==> config.mk <==
export PLATFORM = sky130hd
export DESIGN_NAME = beat_cue_gen
export DESIGN_NICKNAME = d
export VERILOG_FILES = /design/src/rtl/beat_cue_gen.sv
export SDC_FILE = /design/constraint.sdc
export NUM_CORES = 1
export LEC_CHECK = 0
export BUFFER_PORTS_ARGS = -buffer_cell sky130_fd_sc_hd__buf_2
export CAP_MARGIN = 10
export CORE_ASPECT_RATIO = 1.1
export CORE_UTILIZATION = 50
export CTS_BUF_LIST = sky130_fd_sc_hd__clkbuf_8
export CTS_CLUSTER_SIZE = 20
export DETAILED_ROUTE_END_ITERATION = 6
export PLACE_DENSITY = 0.71
export SLEW_MARGIN = 20
export SYNTH_ARGS = -nofsm -noshare
export SYNTH_HDL_FRONTEND = slang
export SYNTH_SLANG_ARGS = --single-unit
==> constraint.sdc <==
create_clock -name clk -period 1.61 [get_ports clk]
set_input_delay 0.322 -clock clk [delete_from_list [all_inputs] [get_ports clk]]
set_output_delay 0.322 -clock clk [all_outputs]
set_load 0.005 [all_outputs]
==> src/rtl/beat_cue_gen.sv <==
module beat_cue_gen #(
  parameter int CLK_HZ        = 50_000_000,
  parameter int BEATS_PER_SEC = 4,
  parameter int NUM_CUES      = 3,
  parameter int TGT_W         = 3
) (
  input  logic                clk,
  input  logic                rst,
  input  logic                en,
  input  logic [TGT_W-1:0]    target,
  output logic                beat_tick,
  output logic                beat_wave,
  output logic                tempo_led,
  output logic [1:0]          beat_idx,
  output logic                round_end,
  output logic [NUM_CUES-1:0] cue_led
);

  localparam int PERIOD = CLK_HZ / BEATS_PER_SEC;
  localparam int HALF   = PERIOD / 2;
  localparam int DIV_W  = (PERIOD > 2) ? $clog2(PERIOD) : 1;

  logic [DIV_W-1:0] div_q;
  logic [1:0]       idx_q;
  logic             cue_window;

  always_ff @(posedge clk) begin
    if (rst) begin
      div_q <= '0;
      idx_q <= '0;
    end else if (beat_tick) begin
      div_q <= '0;
      idx_q <= idx_q + 2'd1;
    end else begin
      div_q <= div_q + DIV_W'(1);
    end
  end

  assign beat_tick  = (div_q == DIV_W'(PERIOD - 1));
  assign beat_wave  = (div_q < DIV_W'(HALF));
  assign tempo_led  = beat_wave;
  assign beat_idx   = idx_q;
  assign round_end  = beat_tick & (idx_q == 2'd3);
  assign cue_window = en & ~idx_q[1];

  for (genvar g = 0; g < NUM_CUES; g++) begin : g_cue
    assign cue_led[g] = cue_window & (target == TGT_W'(g));
  end

  p_tick_single_r2: assert property (@(posedge clk) disable iff (rst)
    beat_tick |=> !beat_tick);

  p_wave_starts_high_r3: assert property (@(posedge clk) disable iff (rst)
    beat_tick |=> beat_wave);

  p_idx_step_r4: assert property (@(posedge clk) disable iff (rst)
    beat_tick |=> (beat_idx == $past(beat_idx) + 2'd1));

  p_idx_hold_r4: assert property (@(posedge clk) disable iff (rst)
    !beat_tick |=> $stable(beat_idx));

  p_round_wrap_r5: assert property (@(posedge clk) disable iff (rst)
    round_end |=> (beat_idx == 2'd0));

  p_cue_single_r6: assert property (@(posedge clk) disable iff (rst)
    $onehot0(cue_led));

endmodule

Word level (Yosys, flattened, before mapping)

Index checks and enable logic that the tools add are counted.

Register bits after elaboration: 26
Input port bits: 6
Output and inout port bits: 9

Add/subtract/negate cells: 2
Order comparisons: 1
Eq/ne operators: 4
Bitwise logic cells: 6
Reduce and logical (&&, ||, !) cells: 2

Operators by type and width:

| operator              | count |
|---|---|
| $add 24x1->24 const B | 1 |
| $eq 24x24->1 const B  | 1 |
| $lt 24x23->1 const B  | 1 |
| $and 1x1->1           | 5 |
| $eq 3x1->1 const B    | 1 |
| $eq 3x2->1 const B    | 1 |
| $logic_not 3->1       | 1 |
| $add 2x1->2 const B   | 1 |
| $eq 2x2->1 const B    | 1 |
| $reduce_or 2->1       | 1 |
| $not 1->1             | 1 |

Longest topological paths before layout

Gate-level depths: netlist (run 1).

Depth in word-level cells: 3
Mapped depth: 7
Mapped depth without buffers: 5

Worst setup path after synthesis (run 1)

Ideal clock, no wire load.

Path kind: register -> output
Start: reg div_q[7]
End: out tempo_led
Arrival time: 1.473 ns
Path slack: -0.185 ns
Stages on the path, launching flop included: 7
Path through: dfxtp_1 -> buf_4 -> nor4_1 -> a211o_1 -> a21oi_1 -> a211oi_1 -> buf_4

Cells in the longest elaborated chain, start to end: 1

Ends and longest elaborated chain:

| element                  | RTL line | RTL |
|---|---|---|
| start: declaration       | 23       | `logic [DIV_W-1:0] div_q;` |
| start signal: assignment | 35       | `div_q <= div_q + DIV_W'(1);` |
| $lt 24x23->1             | 40       | `assign beat_wave = (div_q < DIV_W'(HALF));` |
| end: declaration         | 13       | `output logic tempo_led,` |

No other way between the ends.

Worst setup path after layout (run 1)

Start: reg div_q[11]
End: out tempo_led

Same word-level chain as after synthesis.

==> results of run 1 <==
worst register-to-register path, delay by kind of cell, from the launching register on:
kind | cells | cell delay (ns)
flops | 1 | 0.36
compound gates | 1 | 0.17
simple gates | 3 | 1.03
buf+inv | 1 | 0.11
per-stage QoR:
step                cell area, um2  worst slack (ns)  setup TNS [ns]  util (%)  power [uW]
CTS                           1850            -0.198          -0.815      73.5        1260
floorplan                     1400           -0.0760          -0.152         -         702
global placement              1670           -0.0535          -0.180      66.4         724
finish                        2070            -0.240           -3.42      82.1        1290
detailed placement            1670           -0.0844          -0.550      66.4         726
global route                  2070            -0.319           -5.49      82.1        1310
registers in the layout, indices dropped and copies added (netlist names):
signal	flops
div_q	24
beat_idx	2
power by group:
part / switching [uW] / leakage, uW / internal, uW / total (uW)
Clock: 215 / 0.0000357 / 333 / 547
Combinational: 40.4 / 0.000493 / 47.9 / 88.3
Sequential: 8.42 / 0.000218 / 644 / 653
cell type report:
class / instances / share of cell area [%]
multi-input cells: 119 / 45.9
repair buffers: 57 / 21.7
flip-flops and latches: 26 / 26.6
clock buffers: 3 / 2.00
well taps: 31 / 1.88
clock inverters: 1 / 1.45
inverters: 3 / 0.544
metal layers:
metal | GRT usage, % | wire [um] | up-vias
li1 | - | - | 682
met1 | 27.8 | 1710 | 710
met2 | 47.1 | 2260 | 46
met3 | 3.79 | 162 | 14
met4 | 9.27 | 131 | 0
met5 | 0 | 0 | -
cell usage in the layout (no fill, tap or decap), drive strengths merged, types with 2 or more instances in the layout:
cell,instances
inv,3
a21oi,12
o31ai,7
nand2,7
ha,2
clkbuf,5
and4,5
nand3,15
xnor2,9
buf,55
xor2,5
or4,7
nor3b,2
nand4,7
o21ai,3
nor4,4
dfxtp,26
or3,2
nor3,3
nor2,20
and2,2
repair_timing:
item | CTS | global route
hold buffers | 0 | 0
setup endpoints to repair | 14 | 30
endpoints found under the hold margin | 0 | 0
resized for setup | 20 | 32
buffers inserted | 5 | 5
pin swaps | 9 | 17
gates cloned | 0 | 3
final timing paths:
kind,startpoint,endpoint,slack (ns)
worst max-delay path,div_q[11],tempo_led,-0.24
worst min-delay path,rst,beat_idx[1],0.23
worst max register to register,div_q[1],div_q[23],-0.14
worst min register to register,div_q[0],div_q[0],0.45
kinds of logic (layout without fill, tap and decap cells):
kind of cell / after synthesis / count (layout) / share of synthesized area (%)
flops: 26 / 26 / 38.7
buf+inv: 12 / 64 / 6.04
simple gates: 78 / 78 / 33.1
compound gates: 25 / 25 / 11.2
xor+xnor: 14 / 14 / 9.11
fa+ha+maj: 2 / 2 / 1.86
==> results.md, run 1 <==
- Status: finished, violations left
- Failing checks: negative setup slack
- Inst Count DP: 223
- Area of the multi-input gates: 950 um2
- Num CTS Buffers: 3
- # rows: 19
- Syn Std Cell Area: 1350 um2
- Top cell type's share of synthesized area: approximately 39%
- Share of layout cells above drive strength 1: 52.6%
- WS Path Type: flop to output pin
- Largest net degree at the start of global routing: 25
- Top delay family on crit path: compound AO/OA/AOI/OAI gates
- Max cap viols: 0
- Non-Filler Instances: 240
- Final-report hold violation count: 0
- Final WL: 4270 um
- Fin crit share: 115%
- Crit Path Max Fanout: 5
- Syn. warnings: 0
- Leading area contributor after synthesis: dfxtp_1
- Worst-path cell chain: buf_4, nand2_1, a211o_1, a21oi_2, a211oi_2, buf_2
- DP HPWL: 2320 um
- Routed vias/inst: between 6 and 7
- Gr usage total: 25.3%
- Clk_lat worst skew: 0.27 ns
- ANT nets after route: 0
- Commonest cells in the netlist: 26 x dfxtp_1, 20 x nor2_1, 15 x nand3_1, 12 x a21oi_1, 9 x xnor2_1
- EDFF count, synth: 0
- Async SR Flop Fraction: 0%
- Clk sink count: 26
- Worst-margin pin slew: roughly 0.37 ns
- Avg WL per Cell: 17.8 um
- Slew margin rel.: between 70% and 80%
- CP Depth: 6
- H-tree levels: 1
- Synth top area cells: dfxtp_1 39%, xnor2_1 5.9%, nand3_1 5.6%
- Primary FF master, synth: dfxtp_1
- Ant. Diodes: 0
- Synth unique cells: 33
- TritonCTS clock tree: yes
- DR DRC count: 0
- Initial antenna violation count: 0
- Initial DRC Count: 43
- PD cells: 623 nW/um2
- Post-synthesis sequential area ratio: 38.7%
- Number of I/O port buffers: 14
- First drt pass iteration count: 4
- Hold WS: roughly 0.23 ns
- Worst Clk Skew: 0.00666 ns
- Die Ht: 56.4 um
- Fill count: around 140
- Slowest stage cell, crit path: dfxtp_1
- Buf/Inv on CP: 2
- Final-report setup violation count: 29
- Top-count cell post-synth: dfxtp_1
- RePlAce Congestion: 0.949
- Core Area: 2520 um2
- Min cycle time layout: between 1.5 and 2 ns
- Grt total ovfl: 0
- Worst EP required: 1.29 ns
- Initial Utilization: between 50% and 60%
- Cells after synthesis: 157
- Clock-pin slew on the worst setup and hold paths: 0.10 ns
- Final nets: 218
- First-pass GRT wire length: 5640 um
- Worst path max stage delay: 0.36 ns
- Synth-to-layout area growth: 53.6%
- I/O pin total: 15
- Final setup margin: -0.240 ns
- Crit end category: output pin
- Syn Area/Cell: 8.58 um2
- Fmax: 541 MHz
- Startpoint Class: flop
- Hold Crit Depth: 2
- LEAKAGE: 0.000747 uW
- CP arrival: 1.53 ns
- Reg2reg path depth: 5
- DR vias: roughly 1.5k
- Die X-Extent: 51.5 um
- Die area: 2900 um2
- Clock buffer depth: 2
- Register area: 549 um2
- Root Driver: clkbuf_8
- Min-Delay Path Class: primary input to flop
- Mapped Nets: 165
- RSZ-0062 raised after global routing: yes
- Slew Limit Fails: 0
- Max VDD drop: approximately 0.00056 V
- Vias in the first global route: 1365
- FF+latch count, synth: 26
(Power assumes the default switching activity.)
==> run 2, diff against run 1 <==
--- a/config.mk
+++ b/config.mk
@@ -7,12 +7,15 @@
 export LEC_CHECK = 0
 export BUFFER_PORTS_ARGS = -buffer_cell sky130_fd_sc_hd__buf_2
 export CAP_MARGIN = 10
+export CELL_PAD_IN_SITES_DETAIL_PLACEMENT = 0
+export CELL_PAD_IN_SITES_GLOBAL_PLACEMENT = 2
 export CORE_ASPECT_RATIO = 1.1
-export CORE_UTILIZATION = 50
+export CORE_UTILIZATION = 33
 export CTS_BUF_LIST = sky130_fd_sc_hd__clkbuf_8
 export CTS_CLUSTER_SIZE = 20
 export DETAILED_ROUTE_END_ITERATION = 6
-export PLACE_DENSITY = 0.71
+export HOLD_SLACK_MARGIN = 0.08
+export PLACE_DENSITY = 0.76
 export SLEW_MARGIN = 20
 export SYNTH_ARGS = -nofsm -noshare
 export SYNTH_HDL_FRONTEND = slang
==> run 2 against run 1 <==
Compared with the run above:
- the run still ends with negative setup slack left
- non-clock buffer count up 7
- first-iteration DRC count up 33%
- utilization decreased by 23 points
- register-to-register slack barely moved
- sequential cell count unchanged
- maximum frequency down 0.14%
- cell count up 10%
- worst hold slack worse by 0.0018 ns
- via count is 3.8% lower
- critical path depth did not move
- die area rose by 49%
- critical path type unchanged
==> results.md, run 2 (synthesis gave the netlist of run 1 again) <==
- DR vias: 1397 (was 1452)
- Vias in the first global route: 1440 (was 1365)
- Clock buffer depth: 2 (unchanged)
- Most common cell after layout, fill and taps aside: buf_4 (unchanged)
- Avg WL per Cell: 14.9 um (was 17.8 um)
- Gr usage total: 19.3% (was 25.3%)
- I/O pin total: 15 (unchanged)
- P_int: 867 uW (was 1020 uW)
- ANT nets after route: 0 (unchanged)
- Buf/Inv on CP: 2 (unchanged)
- Worst EP required: 1.29 ns (about the same)
- Routed vias/inst: 5.27 (was 6.05)
- Worst Clk Skew: 0.0101 ns (was 0.00666 ns)
- Fill count: 348 (was 143)
- Largest Register: div_q (unchanged)
- Number of I/O port buffers: 14 (unchanged)
- RePlAce Congestion: 0.771 (was 0.949)
- Initial Utilization: 35.7% (was 53.4%)
- TritonCTS clock tree: yes (unchanged)
- Top delay family on crit path: simple AND/OR/NAND/NOR gates (was compound AO/OA/AOI/OAI gates)
- Tot Pwr: 1130 uW (was 1290 uW)
- First drt pass iteration count: 4 (unchanged)
- Worst-margin pin slew: 0.368 ns (was 0.372 ns)
- Slew margin rel.: 75.3% (was 75.0%)
- Max cap viols: 0 (unchanged)
- Grt total ovfl: 0 (unchanged)
- Final setup margin: -0.243 ns (was -0.240 ns)
- Min-Delay Path Class: primary input to flop (unchanged)
- Placed Instance Area: 1760 um2 (was 1670 um2)
- Status: finished, violations left (unchanged)
- Clk sink count: 26 (unchanged)
- Die area: 4340 um2 (was 2900 um2)
- DR DRC count: 0 (unchanged)
- Sw Ratio: 23.2% (was 20.5%)
- Hold-fix buffers, CTS: 0 (unchanged)
- Final nets: 225 (was 218)
- Num CTS Buffers: 3 (unchanged)
- H-tree levels: 1 (unchanged)
- Initial DRC Count: 57 (was 43)
- LEAKAGE: 0.000775 uW (was 0.000747 uW)
- Worst path max stage delay: 0.37 ns (was 0.36 ns)
- Slowest stage cell, crit path: dfxtp_4 (was dfxtp_1)
- Pre-CTS worst setup slack: -0.179 ns (was -0.0844 ns)
- TNS Setup: -2.75 ns (was -3.42 ns)
- First-pass GRT wire length: 6350 um (was 5640 um)
- Clock group share of total power: 32.8% (was 42.5%)
- WS Path Type: flop to output pin (unchanged)
- CP arrival: 1.53 ns (about the same)
- RSZ-0062 raised after global routing: yes (unchanged)
- Final-report hold violation count: 0 (unchanged)
- Share of layout cells above drive strength 1: 56.7% (was 52.6%)
- Clk_lat worst skew: 0.27 ns (about the same)
- Crit end category: output pin (unchanged)
- Max VDD drop: 0.000294 V (was 0.000562 V)
- Fin area: 2210 um2 (was 2070 um2)
- Comb pwr share: 9.4% (was 6.9%)
- Final-report setup violation count: 29 (unchanged)
- Slew Limit Fails: 0 (unchanged)
- Die Ht: 69.0 um (was 56.4 um)
- Fin crit share: 115% (about the same)
- Max FFs per register: 24 (unchanged)
- Commonest non-fill, non-tap cells in the layout: 41 x buf_4, 14 x dfxtp_1, 14 x buf_2 (was 38 x buf_4, 14 x buf_2, 13 x nand3_1)
- Root Driver: clkbuf_8 (unchanged)
- Initial antenna violation count: 0 (unchanged)
- Min cycle time layout: 1.85 ns (about the same)
- Final core utilization: 58.6% (was 82.1%)
- # rows: 23 (was 19)
- NetSw: 261 uW (was 264 uW)
- PD cells: 511 nW/um2 (was 623 nW/um2)
- Largest net degree at the start of global routing: 14 (was 25)
- Die X-Extent: 62.9 um (was 51.5 um)
- DP HPWL: 2430 um (was 2320 um)
- Fmax: 540 MHz (was 541 MHz)
- Failing checks: negative setup slack (unchanged)
- Synth-to-layout area growth: 64.0% (was 53.6%)
- Worst-path cell chain: nor4_4, buf_4, nand3_4, nor2_4, and2_1, buf_2 (was buf_4, nand2_1, a211o_1, a21oi_2, a211oi_2, buf_2)
- Core Area: 3770 um2 (was 2520 um2)
- Crit Path Max Fanout: 2 (was 5)
- Final WL: 3940 um (was 4270 um)
- Clock-pin slew on the worst setup and hold paths: 0.09 ns (was 0.10 ns)
- Ant. Diodes: 0 (unchanged)
- Startpoint Class: flop (unchanged)
- Share of power burned in registers: 57.7% (was 50.7%)
==> run 2: repair_timing <==
item | 4_1_cts | 5_1_grt
pin swaps | 12 | 24
buffers inserted | 9 | 4
gates resized for setup | 30 | 48
hold endpoints to repair | 0 | 0
cloned | 3 | 0
endpoints found under the setup margin | 32 | 33
==> run 2: worst paths after layout <==
kind / startpoint / to / slack, ns / cells after the start
hold / removal: rst / beat_idx[1] / 0.23 / 2
hold reg to reg: div_q[20] / div_q[20] / 0.52 / 2
setup reg to reg: div_q[7] / div_q[19] / -0.14 / 8
setup / recovery: div_q[7] / round_end / -0.24 / 6
==> run 2: worst register-to-register path, cell delays in order (launching register included) <==
cell and delay [ns]:
dfxtp_4 0.37, nor4_4 0.31, buf_4 0.18, nand3_4 0.08
buf_6 0.13, o21bai_4 0.23, buf_12 0.16, buf_16 0.13
a21oi_2 0.03
==> run 2: metal layers <==
layer	vias to the layer above	track usage (%)	share of wire (%)
li1	696	-	-
met3	4	2.30	2.6
met2	24	39.1	56
met5	-	0	0
met4	0	7.85	0.84
met1	673	20.3	40
==> run 2: power groups by stage <==
stage                     sequential, uW  clock (uW)  combinational, uW
final                                651         370                106
after floorplan                      671           0               31.0
after global routing                 652         403                115
after CTS                            653         377               98.7
after global placement               673           0               50.9
after detailed placement             673           0               54.2
==> run 2: cell type report <==
| type | instances | area, um2 | share of cell area (%) |
|---|---|---|---|
| Multi-Input combinational cell | 119 | 1010 | 45.9 |
| Sequential cell | 26 | 546 | 24.7 |
| Timing Repair Buffer | 64 | 533 | 24.1 |
| Tap cell | 50 | 62.6 | 2.83 |
| Clock buffer | 3 | 41.3 | 1.87 |
| Inverter | 3 | 11.3 | 0.510 |
==> run 2: per-stage QoR <==
| stage | instances | hold slack [ns] |
|---|---|---|
| 2_1_floorplan | 157 | 0.391 |
| 3_3_place_gp | 251 | 0.481 |
| 3_5_place_dp | 251 | 0.493 |
| 4_1_cts | 265 | 0.225 |
| 5_1_grt | 265 | 0.232 |
| 6_report | 265 | 0.227 |
==> run 3, diff against run 2 <==
==> config.mk (replaced) <==
export PLATFORM = sky130hd
export DESIGN_NAME = beat_cue_gen
export DESIGN_NICKNAME = d
export VERILOG_FILES = /design/src/rtl/beat_cue_gen.sv
export SDC_FILE = /design/constraint.sdc
export NUM_CORES = 1
export LEC_CHECK = 0
export CAP_MARGIN = 10
export CELL_PAD_IN_SITES_DETAIL_PLACEMENT = 0
export CELL_PAD_IN_SITES_GLOBAL_PLACEMENT = 2
export CORE_ASPECT_RATIO = 1.1
export CORE_UTILIZATION = 35
export CTS_BUF_LIST = sky130_fd_sc_hd__clkbuf_8
export CTS_CLUSTER_SIZE = 20
export DETAILED_ROUTE_END_ITERATION = 6
export DONT_BUFFER_PORTS = 1
export HOLD_SLACK_MARGIN = 0.08
export PLACE_DENSITY = 0.75
export SLEW_MARGIN = 20
export SYNTH_ARGS = -nofsm -noshare
export SYNTH_HDL_FRONTEND = slang
export SYNTH_SLANG_ARGS = --single-unit
==> run 3 against run 2 <==
Compared with the run above:
- the flow still finishes with violations (negative setup slack)
- routed wire length down 11%
- maximum frequency grew 2.4%
- via count fell by 6.0%
- total power is 1.6% higher
- critical path type unchanged
- largest cell class unchanged
==> results.md, run 3 (synthesis gave the netlist of run 1 again) <==
- Status: finished, violations left (unchanged)
- Failing checks: negative setup slack (unchanged)
- Initial Utilization: 36.8% (was 35.7%)
- Non-Filler Instances: 250 (was 265)
- Core Area: 3650 um2 (was 3770 um2)
- Gr usage total: 18.6% (was 19.3%)
- Largest Register: div_q (unchanged)
- Root Driver: clkbuf_8 (unchanged)
- Num CTS Buffers: 3 (unchanged)
- Share of layout cells above drive strength 1: 49.5% (was 56.7%)
- Worst-path cell chain: buf_6, nor4_4, buf_4, nand3_4, nor2_4, and2_4 (was nor4_4, buf_4, nand3_4, nor2_4, and2_1, buf_2)
- Final-report setup violation count: 26 (was 29)
- H-tree levels: 1 (unchanged)
- Min-Delay Path Class: primary input to flop (unchanged)
- Crit end category: output pin (unchanged)
- WS Path Type: flop to output pin (unchanged)
- Fmax: 553 MHz (was 540 MHz)
- Final core utilization: 55.3% (was 58.6%)
- Most common cell after layout, fill and taps aside: buf_4 (unchanged)
- Max cap viols: 0 (unchanged)
- Min cycle time layout: 1.81 ns (was 1.85 ns)
- Clk sink count: 26 (unchanged)
- Clock buffer depth: 2 (unchanged)
- Worst path max stage delay: 0.33 ns (was 0.37 ns)
- Startpoint Class: flop (unchanged)
- Synth-to-layout area growth: 50.1% (was 64.0%)
- Avg WL per Cell: 14.0 um (was 14.9 um)
- Commonest non-fill, non-tap cells in the layout: 40 x buf_4, 15 x dfxtp_1, 13 x nand3_1 (was 41 x buf_4, 14 x dfxtp_1, 14 x buf_2)
- TritonCTS clock tree: yes (unchanged)
- DR DRC count: 0 (unchanged)
- Final setup margin: -0.199 ns (was -0.243 ns)
- ANT nets after route: 0 (unchanged)
- Ant. Diodes: 0 (unchanged)
- CP Depth: 6 (unchanged)
- Clk_lat worst skew: 0.27 ns (about the same)
- Buf/Inv on CP: 2 (unchanged)
- Routed vias/inst: 5.25 (was 5.27)
- Slew margin rel.: 76.5% (was 75.3%)
- Die X-Extent: 61.1 um (was 62.9 um)
- Top delay family on crit path: simple AND/OR/NAND/NOR gates (unchanged)
- Initial antenna violation count: 0 (unchanged)
- Max FFs per register: 24 (unchanged)
- Final nets: 209 (was 225)
- Inst Count DP: 231 (was 251)
- First drt pass iteration count: 4 (unchanged)
- Worst Clk Skew: 0.00297 ns (was 0.0101 ns)
- Grt total ovfl: 0 (unchanged)
- LEAKAGE: 0.000693 uW (was 0.000775 uW)
- RePlAce Congestion: 0.826 (was 0.771)
- Die Ht: 67.0 um (was 69.0 um)
- PD cells: 567 nW/um2 (was 511 nW/um2)
- Hold WS: 0.0947 ns (was 0.227 ns)
- Hold-fix buffers, CTS: 0 (unchanged)
- CP arrival: 1.49 ns (was 1.53 ns)
- Largest net degree at the start of global routing: 15 (was 14)
- Slowest stage cell, crit path: dfxtp_2 (was dfxtp_4)
- DR vias: 1313 (was 1397)
- Initial DRC Count: 67 (was 57)
- First-pass GRT wire length: 5710 um (was 6350 um)
- Final WL: 3500 um (was 3940 um)
- Fin crit share: 112% (was 115%)
- DP HPWL: 2400 um (was 2430 um)
- Vias in the first global route: 1283 (was 1440)
- Die area: 4100 um2 (was 4340 um2)
- Crit Path Max Fanout: 2 (unchanged)
- Reg2reg path depth: 5 (was 8)
- Max VDD drop: 0.000311 V (was 0.000294 V)
- Number of I/O port buffers: 0 (was 14)
- Hold Crit Depth: 1 (was 2)
- I/O pin total: 15 (unchanged)
- # rows: 23 (unchanged)
- Worst EP required: 1.29 ns (about the same)
- Worst-margin pin slew: 0.349 ns (was 0.368 ns)
- RSZ-0062 raised after global routing: yes (unchanged)
- Clock-pin slew on the worst setup and hold paths: 0.09 ns (about the same)
- Final-report hold violation count: 0 (unchanged)
- Slew Limit Fails: 0 (unchanged)
## run 3: changes by cell type in the layout (fill, tap and decap cells not counted), sizes merged
cell | previous run | this run
buf | 64 | 48
clkbuf | 3 | 4
## run 3: power breakdown
part	internal [uW]	total, uW	switching, uW	leakage, uW
logic	33.3	65.6	32.2	0.000448
clock network	219	431	212	0.0000288
registers	642	649	7.40	0.000217
## run 3: final timing paths
check | to | slack (ns) | from
setup / recovery | round_end | -0.20 | div_q[5]
hold / removal | beat_idx[1] | 0.09 | rst
setup reg to reg | div_q[21] | -0.06 | div_q[10]
hold reg to reg | div_q[20] | 0.51 | div_q[20]
## run 3: what timing repair did
item,in CTS,in global routing
buffers inserted,11,2
gates cloned,1,1
pin swaps,9,20
hold endpoints to repair,0,0
resized for setup,25,36
setup endpoints to repair,31,30
## run 3: final cells by class
cell class / instances / area [um2]
well taps: 50 / 62.6
multi-input cells: 119 / 948
repair buffers: 48 / 394
clock buffers: 4 / 55.1
fillers: 356 / 1630
flip-flops and latches: 26 / 549
inverters: 3 / 11.3
## run 3: metal layers
layer  share of wire [%]  wire length (um)  GRT usage, %  vias to the layer above
met5                   0                 0             0                        -
met4                 1.3                45          5.97                        0
met3                 2.6                91          2.52                        5
met2                  52              1820          33.2                       16
met1                  44              1540          22.5                      630
li1                    -                 -             -                      662
## run 3: worst reg2reg max path: stages, from the launching register on
cell and delay (ns):
dfxtp_4 0.37, buf_6 0.10, nand4_4 0.09, or3_4 0.44, or4_1 0.48, a21oi_1 0.14
## run 3: per-stage QoR
step | setup TNS [ns] | power [uW] | setup slack (ns) | cell area [um2]
3_3_place_gp | -0.338 | 714 | -0.0567 | 1640
3_5_place_dp | -1.02 | 715 | -0.0950 | 1640
5_1_grt | -4.28 | 1190 | -0.283 | 2020
2_1_floorplan | -0.152 | 702 | -0.0760 | 1400
4_1_cts | -0.840 | 1150 | -0.205 | 1880
6_report | -1.43 | 1150 | -0.199 | 2020
